## config.mk

```make
export PLATFORM = sky130hd
export DESIGN_NAME = wkup_refclk_seq
export DESIGN_NICKNAME = d
export VERILOG_FILES = /design/src/rtl/wks_pkg.sv /design/src/rtl/wks_tick_cnt.sv /design/src/rtl/wks_fsm.sv /design/src/rtl/wks_regs.sv /design/src/rtl/wkup_refclk_seq.sv
export SDC_FILE = /design/constraint.sdc
export NUM_CORES = 1
export LEC_CHECK = 0
export ABC_AREA = 1
export BUFFER_PORTS_ARGS = -buffer_cell sky130_fd_sc_hd__buf_2
export CAP_MARGIN = 40
export CORE_AREA = 2 2 81 90
export CTS_CLUSTER_SIZE = 24
export DETAILED_ROUTE_END_ITERATION = 6
export DIE_AREA = 0 0 83 92
export PLACE_DENSITY_LB_ADDON = 0.12
export SYNTH_ARGS = -nofsm -noshare
export SYNTH_HDL_FRONTEND = slang
export SYNTH_SLANG_ARGS = --single-unit
```

## constraint.sdc

```tcl
create_clock -name clk -period 1.7 [get_ports clk]
set_input_delay 0.085 -clock clk [delete_from_list [all_inputs] [get_ports clk]]
set_output_delay 0.085 -clock clk [all_outputs]
set_load 0.1 [all_outputs]
```

## src/rtl/wks_pkg.sv

```systemverilog
// Shared types and register addresses for the wake-up clock request sequencer.
// Assumes byte addressing with 32-bit registers.
package wks_pkg;
    typedef enum logic [2:0] {
        ST_RESET  = 3'd0,
        ST_POR    = 3'd1,
        ST_READY  = 3'd2,
        ST_WAIT   = 3'd3,
        ST_CFG    = 3'd4,
        ST_ACTIVE = 3'd5
    } wks_state_e;

    localparam logic [7:0] A_CTRL   = 8'h00;
    localparam logic [7:0] A_SETTLE = 8'h04;
    localparam logic [7:0] A_STAT   = 8'h08;
    localparam logic [7:0] A_PLL    = 8'h0C;
    localparam logic [7:0] A_SIG    = 8'h14;
endpackage

```

## src/rtl/wks_tick_cnt.sv

```systemverilog
// Down-counter of sleep-clock ticks, shared by the POR delay and the settle wait.
// Assumes load takes priority over decrement; the count stops at zero.
module wks_tick_cnt #(
    parameter int W = 8
) (
    input  logic         clk,
    input  logic         rst_n,
    input  logic         load,
    input  logic [W-1:0] load_val,
    input  logic         dec,
    output logic [W-1:0] cnt,
    output logic         last
);
    // Load a new window, or count one tick of the current window.
    always_ff @(posedge clk) begin
        if (!rst_n)
            cnt <= '0;
        else if (load)
            cnt <= load_val;
        else if (dec && cnt != '0)
            cnt <= cnt - 1'b1;
    end

    // The final tick of a window.
    assign last = (cnt == W'(1));
endmodule

```

## src/rtl/wks_fsm.sv

```systemverilog
// Sequencing state machine: reset, POR delay, ready, settle wait, PLL configuration, active.
// Assumes the wake bit is level-held by the register block and the counter is external.
module wks_fsm
    import wks_pkg::*;
#(
    parameter int POR_CYCLES = 16,
    parameter int SETTLE_W   = 8,
    parameter int CNT_W      = 8
) (
    input  logic                clk,
    input  logic                rst_n,
    input  logic                por_done,
    input  logic                wake,
    input  logic [SETTLE_W-1:0] settle,
    input  logic                pll_locked,
    input  logic [CNT_W-1:0]    cnt,
    input  logic                cnt_last,
    output wks_state_e          state,
    output logic                cnt_load,
    output logic [CNT_W-1:0]    cnt_val,
    output logic                cnt_dec,
    output logic                lock_evt
);
    wks_state_e          state_nx;
    logic [SETTLE_W-1:0] settle_eff;

    // A settle value of zero is treated as one tick.
    assign settle_eff = (settle == '0) ? SETTLE_W'(1) : settle;

    // Next-state selection.
    always_comb begin
        state_nx = state;
        unique case (state)
            ST_RESET:  if (por_done) state_nx = ST_POR;
            ST_POR:    if (cnt_last) state_nx = ST_READY;
            ST_READY:  if (wake) state_nx = ST_WAIT;
            ST_WAIT:   if (!wake) state_nx = ST_READY;
                       else if (cnt_last) state_nx = ST_CFG;
            ST_CFG:    if (!wake) state_nx = ST_READY;
                       else if (pll_locked) state_nx = ST_ACTIVE;
            ST_ACTIVE: if (!wake) state_nx = ST_READY;
            default:   state_nx = ST_RESET;
        endcase
    end

    // Counter control: load a window on entry to a timed state, count down inside it.
    always_comb begin
        cnt_load = 1'b0;
        cnt_val  = '0;
        if (state == ST_RESET && por_done) begin
            cnt_load = 1'b1;
            cnt_val  = CNT_W'(POR_CYCLES);
        end else if (state == ST_READY && wake) begin
            cnt_load = 1'b1;
            cnt_val  = CNT_W'(settle_eff);
        end
        cnt_dec = (state == ST_POR) || (state == ST_WAIT);
    end

    // Lock is only taken while configuring with wake still set.
    assign lock_evt = (state == ST_CFG) && wake && pll_locked;

    // State register.
    always_ff @(posedge clk) begin
        if (!rst_n)
            state <= ST_RESET;
        else
            state <= state_nx;
    end

    // The settle window never runs with an empty count.
    p_cnt_live_r4: assert property (@(posedge clk) disable iff (!rst_n)
        (state == ST_WAIT) |-> (cnt != '0));

    // Configuration is entered only from the settle wait.
    p_cfg_from_wait_r5: assert property (@(posedge clk) disable iff (!rst_n)
        (state == ST_CFG && $past(state) != ST_CFG) |-> ($past(state) == ST_WAIT));

    // Leaving the POR delay for ready only at the final tick.
    p_por_end_r2: assert property (@(posedge clk) disable iff (!rst_n)
        (state == ST_READY && $past(state) == ST_POR) |-> $past(cnt_last));

    // Active is entered only on a lock seen while configuring.
    p_active_on_lock_r6: assert property (@(posedge clk) disable iff (!rst_n)
        (state == ST_ACTIVE && $past(state) != ST_ACTIVE) |-> ($past(state) == ST_CFG && $past(pll_locked)));
endmodule

```

## src/rtl/wks_regs.sv

```systemverilog
// Host register file: wake control, settle count, status with write-one-to-clear flag,
// gated PLL word and the ready signature. Assumes writes land on the next edge.
module wks_regs
    import wks_pkg::*;
#(
    parameter int          SETTLE_W   = 8,
    parameter int          DEF_SETTLE = 255,
    parameter logic [31:0] READY_SIG  = 32'hA5C3_0F1E
) (
    input  logic                clk,
    input  logic                rst_n,
    input  logic                bus_wen,
    input  logic [7:0]          bus_addr,
    input  logic [31:0]         bus_wdata,
    input  wks_state_e          state,
    input  logic                lock_evt,
    output logic                wake,
    output logic [SETTLE_W-1:0] settle,
    output logic                irq,
    output logic [31:0]         pll_word,
    output logic                pll_open,
    output logic [31:0]         bus_rdata
);
    logic sig_vis;
    logic wr_ctrl, wr_settle, wr_stat, wr_pll;

    assign pll_open  = (state == ST_CFG) || (state == ST_ACTIVE);
    assign sig_vis   = (state != ST_RESET) && (state != ST_POR);
    assign wr_ctrl   = bus_wen && (bus_addr == A_CTRL);
    assign wr_settle = bus_wen && (bus_addr == A_SETTLE);
    assign wr_stat   = bus_wen && (bus_addr == A_STAT);
    assign wr_pll    = bus_wen && (bus_addr == A_PLL);

    // Wake bit from the control register.
    always_ff @(posedge clk) begin
        if (!rst_n)
            wake <= 1'b0;
        else if (wr_ctrl)
            wake <= bus_wdata[0];
    end

    // Settle count register.
    always_ff @(posedge clk) begin
        if (!rst_n)
            settle <= SETTLE_W'(DEF_SETTLE);
        else if (wr_settle)
            settle <= bus_wdata[SETTLE_W-1:0];
    end

    // PLL word, writable only once the reference clock is settled.
    always_ff @(posedge clk) begin
        if (!rst_n)
            pll_word <= '0;
        else if (wr_pll && pll_open)
            pll_word <= bus_wdata;
    end

    // Interrupt flag: set on lock, cleared by writing one; set wins.
    always_ff @(posedge clk) begin
        if (!rst_n)
            irq <= 1'b0;
        else if (lock_evt)
            irq <= 1'b1;
        else if (wr_stat && bus_wdata[0])
            irq <= 1'b0;
    end

    // Read data multiplexer.
    always_comb begin
        bus_rdata = '0;
        unique case (bus_addr)
            A_CTRL:   bus_rdata = {31'b0, wake};
            A_SETTLE: bus_rdata = 32'(settle);
            A_STAT:   bus_rdata = {25'b0, state, 2'b0, pll_open, irq};
            A_PLL:    bus_rdata = pll_open ? pll_word : 32'h0;
            A_SIG:    bus_rdata = sig_vis ? READY_SIG : 32'h0;
            default:  bus_rdata = '0;
        endcase
    end

    // Closed PLL register ignores writes.
    p_pll_closed_r5: assert property (@(posedge clk) disable iff (!rst_n)
        (bus_wen && bus_addr == A_PLL && !pll_open) |=> $stable(pll_word));

    // Interrupt held until a one is written to the flag.
    p_irq_hold_r7: assert property (@(posedge clk) disable iff (!rst_n)
        (irq && !(wr_stat && bus_wdata[0])) |=> irq);

    // Interrupt rises only on a lock event from the sequencer.
    p_irq_cause_r6: assert property (@(posedge clk) disable iff (!rst_n)
        $rose(irq) |-> $past(lock_evt));

    // Signature hidden until the POR delay has passed.
    p_sig_hidden_r2: assert property (@(posedge clk) disable iff (!rst_n)
        (bus_addr == A_SIG && (state == ST_RESET || state == ST_POR)) |-> (bus_rdata == 32'h0));
endmodule

```

## src/rtl/wkup_refclk_seq.sv

```systemverilog
// Top of the wake-up clock request sequencer. Connects the state machine, the tick
// counter and the register file. Assumes a single sleep-clock domain.
module wkup_refclk_seq
    import wks_pkg::*;
#(
    parameter int          POR_CYCLES = 16,
    parameter int          SETTLE_W   = 8,
    parameter int          DEF_SETTLE = 255,
    parameter logic [31:0] READY_SIG  = 32'hA5C3_0F1E
) (
    input  logic        clk,
    input  logic        rst_n,
    input  logic        por_done,
    input  logic        pll_locked,
    input  logic        bus_wen,
    input  logic [7:0]  bus_addr,
    input  logic [31:0] bus_wdata,
    output logic [31:0] bus_rdata,
    output logic        refclk_req,
    output logic        chip_irq,
    output logic [31:0] pll_word
);
    localparam int POR_W = $clog2(POR_CYCLES + 1);
    localparam int CNT_W = (POR_W > SETTLE_W) ? POR_W : SETTLE_W;

    wks_state_e          state;
    logic                wake, lock_evt, pll_open;
    logic [SETTLE_W-1:0] settle;
    logic                cnt_load, cnt_dec, cnt_last;
    logic [CNT_W-1:0]    cnt_val, cnt;

    wks_tick_cnt #(.W(CNT_W)) u_cnt (
        .clk(clk), .rst_n(rst_n), .load(cnt_load), .load_val(cnt_val),
        .dec(cnt_dec), .cnt(cnt), .last(cnt_last)
    );

    wks_fsm #(.POR_CYCLES(POR_CYCLES), .SETTLE_W(SETTLE_W), .CNT_W(CNT_W)) u_fsm (
        .clk(clk), .rst_n(rst_n), .por_done(por_done), .wake(wake), .settle(settle),
        .pll_locked(pll_locked), .cnt(cnt), .cnt_last(cnt_last), .state(state),
        .cnt_load(cnt_load), .cnt_val(cnt_val), .cnt_dec(cnt_dec), .lock_evt(lock_evt)
    );

    wks_regs #(.SETTLE_W(SETTLE_W), .DEF_SETTLE(DEF_SETTLE), .READY_SIG(READY_SIG)) u_regs (
        .clk(clk), .rst_n(rst_n), .bus_wen(bus_wen), .bus_addr(bus_addr),
        .bus_wdata(bus_wdata), .state(state), .lock_evt(lock_evt), .wake(wake),
        .settle(settle), .irq(chip_irq), .pll_word(pll_word), .pll_open(pll_open),
        .bus_rdata(bus_rdata)
    );

    // The request is held from the settle wait onwards.
    assign refclk_req = (state == ST_WAIT) || (state == ST_CFG) || (state == ST_ACTIVE);

    // A cleared wake bit withdraws the request by the next edge.
    p_req_follows_wake_r8: assert property (@(posedge clk) disable iff (!rst_n)
        !wake |=> !refclk_req);

    // The PLL register is never open without the clock request.
    p_open_needs_req_r3: assert property (@(posedge clk) disable iff (!rst_n)
        pll_open |-> refclk_req);
endmodule

```

* After elaboration in Yosys (flattened, before gate mapping) *
Cells that the tools add are included.

storage, ports and cells
  bits of input ports = 45
  word-level logic and storage cells = 69
  output and inout port bits = 66
  register bits after elaboration = 53

operators by class
  add/sub/neg operators = 1
  multiplexer cells = 21
  reduce and logical (&&, ||, !) cells = 24
  eq/ne operators = 17

operator list
  operator                                                                 count
  32-bit one-hot mux with 5 select lines                                   1
  32-bit two-way mux                                                       2
  8-bit two-way mux                                                        5
  3-bit two-way mux                                                        8
  3-bit one-hot mux with 6 select lines                                    1
  8-bit by 4-bit == test with 1-bit output, second input constant          2
  8-bit zero test                                                          2
  1-bit logical AND                                                        12
  8-bit by 1-bit == test with 1-bit output, second input constant          1
  8-bit by 3-bit == test with 1-bit output, second input constant          1
  8-bit by 5-bit == test with 1-bit output, second input constant          1
  8-bit nonzero test                                                       1
  8-bit by 1-bit subtractor with 8-bit output, second input constant       1
  3-bit by 2-bit == test with 1-bit output, second input constant          2
  3-bit == test, second input constant                                     2
  2-bit inequality test, second input constant                             3
  3-bit inequality test, second input constant                             2
  6-bit AND reduction                                                      1
  1-bit logical OR                                                         4
  1-bit two-way mux                                                        4
  2-bit nonzero test                                                       2
  3-bit by 1-bit == test with 1-bit output, second input constant          1
  3-bit zero test                                                          1
  3-bit by 1-bit inequality test with 1-bit output, second input constant  1
  2 further kinds                                                          2

* Longest topological paths before layout *
Gate-level depths: netlist (run 1).

  depth after elaboration = 5
  depth in mapped cells = 11
  gate-level depth less buffers = 10

* Modules after synthesis *
A second synthesis (run 1) with hierarchy kept.

second synthesis, totals
  cells, all modules = 601
  area, all modules = 3489.6 um^2

modules (own cells, without submodules)
  module           area an instance (um^2)  times used  seq. area each (um^2)  cells each
  wks_regs         2502.4                   1           840.8                  424
  wks_tick_cnt     618.1                    1           160.2                  106
  wks_fsm          349.1                    1           60.1                   66
  wkup_refclk_seq  20.0                     1           0.0                    5

* Least setup slack after synthesis (run 1) *
Ideal clock, no wire load.

  kind = reg-to-output
  start point = register u_regs.pll_word[10]
  end point = output bus_rdata[10]
  slack = -1596 ps
  cell stages (with the launch flop) = 3
  data arrival time = 3211 ps
  buffers on the path = 0
  data required time = 1615 ps
  cells stage by stage = dfxtp_1 inv_1 o21ai_0

on the way
  longest elaborated chain between the ends = 2

ends and longest elaborated chain
  element                                 RTL line               RTL
  start: declaration                      wks_regs.sv:20         output logic [31:0] pll_word,
  start signal: assignment                wks_regs.sv:55         pll_word <= bus_wdata;
  32-bit two-way mux                      wks_regs.sv:75         A_PLL: bus_rdata = pll_open ? pll_word : 32'h0;
  32-bit one-hot mux with 5 select lines  wks_regs.sv:71         unique case (bus_addr)
  end: declaration                        wkup_refclk_seq.sv:18  output logic [31:0] bus_rdata,

No other way between the ends.

* Final worst setup path (run 1) *
  start point = register u_fsm.state[2]
  end point = output bus_rdata[10]

on the way
  longest elaborated chain between the ends = 4
  elaborated cells between the ends (all ways) = 9
  classes of those cells = eq/ne (3); mux (3); reduce/logical (3)

ends and longest elaborated chain
  element                                                                         RTL line                        RTL
  start: declaration                                                              wks_fsm.sv:18                   output wks_state_e state,
  start signal: assignment                                                        wks_fsm.sv:68                   state <= state_nx;
  3-bit by 1-bit inequality test with 1-bit output, or another cell as far along  wks_regs.sv:28                  assign sig_vis = (state != ST_RESET) && (state != ST_POR);
  1-bit logical AND / 1-bit logical OR (equally long branches)                    wks_regs.sv:28, wks_regs.sv:27
  32-bit two-way mux, on equally long branches                                    wks_regs.sv:76, wks_regs.sv:75
  32-bit one-hot mux with 5 select lines *                                        wks_regs.sv:71

Mark *: on every way between the ends. The rest lies on a longest branch, timed or not.

==> out/qor.txt, run 1 <==
Status: finished with violations
Failing checks: negative setup slack
Worst skew pair latency: 310 ps
Final nets: 664
Net Sw Frac: 38.9%
Slowest cell on crit path: dfxtp_4
Clk Tree Root Cell: clkbuf_8
Fin. max-slew vios: 0
Pwr Density: 795 nW/um^2
Flop pwr share: 37.5%
Synth top area share: 36.0%
Final worst slack: -26.7 ps
WL/cell: 12.8 microns
Setup CP Type: reg2out
Layout cells sized above 1: 34.7%
CTS Buf Count: 5
Max incr delay on CP: 380 ps
Initial antenna violation count: 0
DRC: 0
Minimum clock period: 1730 ps
Synth Instances: 476
Maxcap violations: 0
Final Hold Fails: 0
Crit end category: output pin
Starting Density: 43.1%
Deepest clock path buffer count: 2
Most common cell after layout, fill and taps aside: nand2_1
Largest net degree at the start of global routing: 52
Yosys Warn Count: 0
Sequential area share after synthesis: 36.0%
Peak supply drop: 0.000696 V
Vias in the first global route: 3418
RD Place Congestion: 0.805
Clock skew: 10.2 ps
Data arrival, critical path: 1640 ps
Unrepaired setup endpoints after global routing: true
DRT Pass-1 Iters: 4
FP Rows: 32
P_int: 0.00239 W
Leak Pwr: 2.48 nW
Core area: 6850 sq um
Antenna Diode Count: 0
Leading post-synthesis cells by cell area: dfxtp_1 (36%), nand2_1 (16%), nor2_1 (16%), inv_1 (8.0%), o21ai_0 (2.9%)
Most numerous cell on the critical path: buf_12
Syn_area_per_cell: 6.19 sq um
Cell area after layout: 4920 sq um
Final setup fails: 9
Clk pwr share: 22.7%
Fin crit share: 102%
Initial drt markers: 174
# port buffers: 110
CTS Sinks: 53
Ports: 111
Type of the most critical hold path: in2reg
Actual slew at the worst max-slew pin: 503 ps
Die Area: 7640 sq um
Post-Syn Area: 2950 sq um
Synthesized flop and latch total: 53
FMAX: 0.579 GHz
Data required, critical path: 1620 ps
DP Area: 4380 sq um
GR Util All Layers: 23.3%
Clock transition at the registers of the reported paths: 100 ps
Yosys cell types: 30
Crit-path cells: inv_6 > nor2_4 > nand2_4 > nor2_8 > buf_12 > inv_16 > o21ai_2 > buf_12
CP startpoint kind: flip-flop
Synth area leader: dfxtp_1
Final Power: 0.00392 W
Residual antenna-violating net count after detailed routing: 0
NetSw: 0.00152 W
H-tree levels: 2
CTS tree: done
Post-DP HPWL: 6230 microns
Routed Wire Length: 9000 microns
Syn nets: 524
Comb pwr share: 39.8%
First-pass GRT wire length: 14800 microns
Synthesis-to-finish area growth: 67.1%
Most frequent cells in the layout: nand2_1 (122), nor2_1 (107), buf_2 (77)
Grt total ovfl: 0
Via count: 3432
Worst rel slew slack: 66.7%
Max FO, Critical Path: 25
Via density: 4.89
Die height: 92 microns
DIE WIDTH: 83 microns
-- logic make-up after synthesis --
logic type,share of synthesized area [%]
buffers and inverters,12.4
xor gates and xnor gates,0.297
DFF,36.0
adders and majority gates,1.27
AOI/OAI and AO/OA,10.6
and+or+nand+nor,39.5
-- Yosys cell counts --
library cell	number
nor2_4	2
nor2_1	122
nor3b_1	1
o221ai_1	2
o2111ai_1	3
nand2_4	2
o22ai_1	2
o21ai_0	17
buf_6	4
o211ai_1	10
nor2_8	1
nor2_2	2
nand2_1	126
dfxtp_1	53
inv_2	4
o21ai_1	13
nand4_1	8
nand3_1	9
nand3b_1	1
inv_1	63
buf_4	1
nand3_4	1
clkbuf_1	8
buf_2	6
nor3_1	2
or2_2	1
ha_1	3
nand2_2	2
xnor2_1	1
a21oi_1	6
-- final timing paths --
path	startpoint	to	slack (ps)	depth (start not counted)
worst min-delay path	bus_wdata[12]	u_regs.pll_word[12]	5	3
worst max-delay path	u_fsm.state[2]	bus_rdata[10]	-30	8
worst max register to register	u_fsm.state[0]	u_fsm.state[1]	210	8
worst min register to register	u_regs.pll_word[3]	u_regs.pll_word[3]	530	4
-- worst max-delay path, delay by kind of cell (launching register included) --
family	cells	cell delay [ps]
AO/OA/AOI/OAI	1	180
buffers and inverters	4	440
flip-flops	1	380
AND/OR/NAND/NOR	3	300
-- area by class of cell --
class	instances	area [sq um]
Multi-Input combinational cell	337	1820
Tap cell	85	106
Fill cell	529	1920
Sequential cell	53	1100
Clock inverter	3	43.8
Inverter	67	273
Timing Repair Buffer	152	1510
Clock buffer	5	68.8
-- power groups by stage --
stage          sequential, W  combinational, W  clock, W
3_3_place_gp         0.00149           0.00134         0
3_5_place_dp         0.00150           0.00136         0
4_1_cts              0.00147           0.00153  0.000908
5_1_grt              0.00148           0.00174  0.000934
2_1_floorplan        0.00147           0.00109         0
6_report             0.00147           0.00156  0.000889
-- per-stage QoR --
step	std cells	setup slack [ps]	utilization (%)	hold slack [ps]	TNS [ps]
global route	702	-71.7	71.9	16.1	-933
finish	702	-26.7	71.9	4.68	-102
global placement	661	48.9	64.0	306	0
detailed placement	661	26.3	64.0	314	0
CTS	701	-33.9	71.0	2.27	-52.1
floorplan	476	-468	-	215	-2870
-- registers in the layout, summed over array words and instances (netlist names) --
register and flops:
u_fsm.state 3, u_regs.irq 1, u_regs.pll_word 32, u_regs.settle 8, u_cnt.cnt 8, u_regs.wake 1
-- metal layers --
metal | GRT usage, % | vias to the layer above | wire, microns
met1 | 25.7 | 1555 | 3460
met4 | 9.29 | 0 | 214
li1 | - | 1742 | -
met2 | 42.1 | 113 | 4640
met3 | 6.21 | 22 | 682
met5 | 0 | - | 0
-- what timing repair did --
| item | 4_1_cts | 5_1_grt |
|---|---|---|
| pin swaps | 4 | 4 |
| gates resized for setup | 11 | 8 |
| hold buffers | 23 | 0 |
| endpoints found under the hold margin | 23 | 0 |
| endpoints found under the setup margin | 33 | 23 |
| buffers inserted | 9 | 1 |
(Power assumes the default switching activity.)
==> run 2: changes to the inputs <==
==> constraint.sdc (replaced) <==
create_clock -name clk -period 1.7 [get_ports clk]
set_input_delay 0.085 -clock clk [delete_from_list [all_inputs] [get_ports clk]]
set_output_delay 0.085 -clock clk [all_outputs]
set_load 0.01 [all_outputs]
==> out/qor.txt, run 2 (synthesized netlist as in run 1, its figures left out) <==
Status: finished, final reports clean
Largest net degree at the start of global routing: 37 (-29%)
Core area: 6850 sq um (unchanged)
Max FO, Critical Path: 25 (unchanged)
CP startpoint kind: flip-flop
Slowest cell on crit path: dfxtp_4
Largest regs: u_regs.pll_word: 32 flops, u_cnt.cnt: 8 flops, u_regs.settle: 8 flops
Die height: 92 microns (unchanged)
GR Util All Layers: 20.4% (-2.8 points)
CTS tree: done
Crit end category: output pin
Setup Slack @ Placement: 98.3 ps (+72.1 ps)
WL/cell: 11.9 microns (-7.2%)
Ports: 111 (unchanged)
Min Hold Slack: 4.88 ps (+0.202 ps)
Via density: 4.71 (-3.6%)
Clk Tree Root Cell: clkbuf_8
Minimum clock period: 1650 ps (-72.5 ps)
Top cell family by delay on the critical path: simple AND/OR/NAND/NOR gates
Clock skew: 4.06 ps (-6.17 ps)
Clock transition at the registers of the reported paths: 90 ps (about the same)
DRT Pass-1 Iters: 4 (unchanged)
CTS Buf Count: 5 (unchanged)
First-pass GRT wire length: 12900 microns (-12%)
Data arrival, critical path: 1570 ps (-70 ps)
FP Rows: 32 (unchanged)
Leak Pwr: 2.16 nW (-13%)
FILL cells: 727 (+37%)
Starting Density: 43.1% (unchanged)
Post-DP HPWL: 5950 microns (-4.6%)
Vias in the first global route: 2925 (-14%)
Final worst slack: 45.8 ps (+72.5 ps)
Most frequent cells in the layout: nand2_1 (126), nor2_1 (122), buf_2 (110)
Setup CP Type: reg2out
FMAX: 0.605 GHz (+4.4%)
Final setup fails: 0 (-9)
Worst hold path depth: 3 (unchanged)
Maxcap violations: 0 (unchanged)
Synthesis-to-finish area growth: 28.1%
Worst rel slew slack: 74.0% (+7.3 points)
CP Depth: 7 (-1)
CTS Sinks: 53 (unchanged)
DRC: 0 (unchanged)
Via count: 3192 (-7.0%)
Fin. max-slew vios: 0 (unchanged)
Unrepaired setup endpoints after global routing: true
Fin crit share: 97.3% (-4.3 points)
Final Hold Fails: 0 (unchanged)
CP Buf/Inv Count: 3 (-1)
Worst skew pair latency: 300 ps (about the same)
H-tree levels: 2 (unchanged)
Final nets: 640 (-3.6%)
Layout cells sized above 1: 24.2% (-11 points)
Internal reg-to-reg setup slack: 140 ps (-70 ps)
Max incr delay on CP: 390 ps (about the same)
Type of the most critical hold path: in2reg
Antenna Diode Count: 0 (unchanged)
Reg2reg path depth: 9 (+1)
Crit-path cells: inv_2 > nor2_4 > nand2_2 > nor2_8 > inv_8 > o21ai_0 > buf_2
Initial antenna violation count: 0 (unchanged)
Peak supply drop: 0.000677 V (-2.7%)
DIE WIDTH: 83 microns (unchanged)
RD Place Congestion: 0.835 (+3.8%)
Data required, critical path: 1620 ps (about the same)
Largest register FFs: 32 (unchanged)
Grt total ovfl: 0 (unchanged)
Deepest clock path buffer count: 2 (unchanged)
Pwr Density: 913 nW/um^2 (+15%)
Most common cell after layout, fill and taps aside: nand2_1
Actual slew at the worst max-slew pin: 386 ps (-117 ps)
Residual antenna-violating net count after detailed routing: 0 (unchanged)
# port buffers: 110 (unchanged)
Initial drt markers: 89 (-49%)
Routed Wire Length: 8050 microns (-11%)
Largest register by flop count: u_regs.pll_word
Die Area: 7640 sq um (unchanged)
## run 2: stage by stage
stage | power [W] | area (sq um) | util, % | setup TNS [ps] | cells
2_1_floorplan | 0.00242 | 2950 | - | 0 | 476
3_3_place_gp | 0.00270 | 3560 | 52.1 | 0 | 660
3_5_place_dp | 0.00270 | 3560 | 52.1 | 0 | 660
4_1_cts | 0.00345 | 3750 | 54.8 | 0 | 677
5_1_grt | 0.00370 | 3770 | 55.1 | -219 | 677
6_report | 0.00345 | 3770 | 55.1 | 0 | 677
## run 2: path summary, 6_finish.rpt
kind | startpoint | end
setup / recovery | u_fsm.state[2] | bus_rdata[24]
hold / removal | bus_wdata[30] | u_regs.pll_word[30]
setup reg to reg | u_fsm.state[2] | u_regs.pll_word[14]
hold reg to reg | u_regs.pll_word[4] | u_regs.pll_word[4]
## run 2: per-layer routing
layer  vias to the layer above  routed length, microns  track usage, %
met2                        95                    3920            36.0
met1                      1395                    3470            24.9
li1                       1690                       -               -
met5                         -                       0               0
met3                        12                     534            4.68
met4                         0                     130            5.74
## run 2: where the power goes
part	total, W	internal [W]	switching, W
combinational	0.00125	0.000474	0.000777
sequential	0.00148	0.00135	0.000126
clock	0.000718	0.000324	0.000394
total	0.00345	0.00215	0.00130
## run 2: repair_timing
item | CTS | global route
pin swaps | 1 | 1
hold buffers | 9 | 0
endpoints found under the setup margin | 30 | 21
resized for setup | 3 | 10
setup buffers | 1 | 0
endpoints found under the hold margin | 9 | 0
## run 2: final cells by class
type	count	area, sq um	area share, %
Clock buffer	7	86.3	2.29
Inverter	67	259	6.86
Multi-Input combinational cell	337	1530	40.5
Sequential cell	53	1070	28.3
Tap cell	85	106	2.82
Timing Repair Buffer	128	728	19.3
## run 2: worst min-delay path, cell delays in order
cell and delay (ps):
buf_2 80, nor2_1 40, nor2_1 80
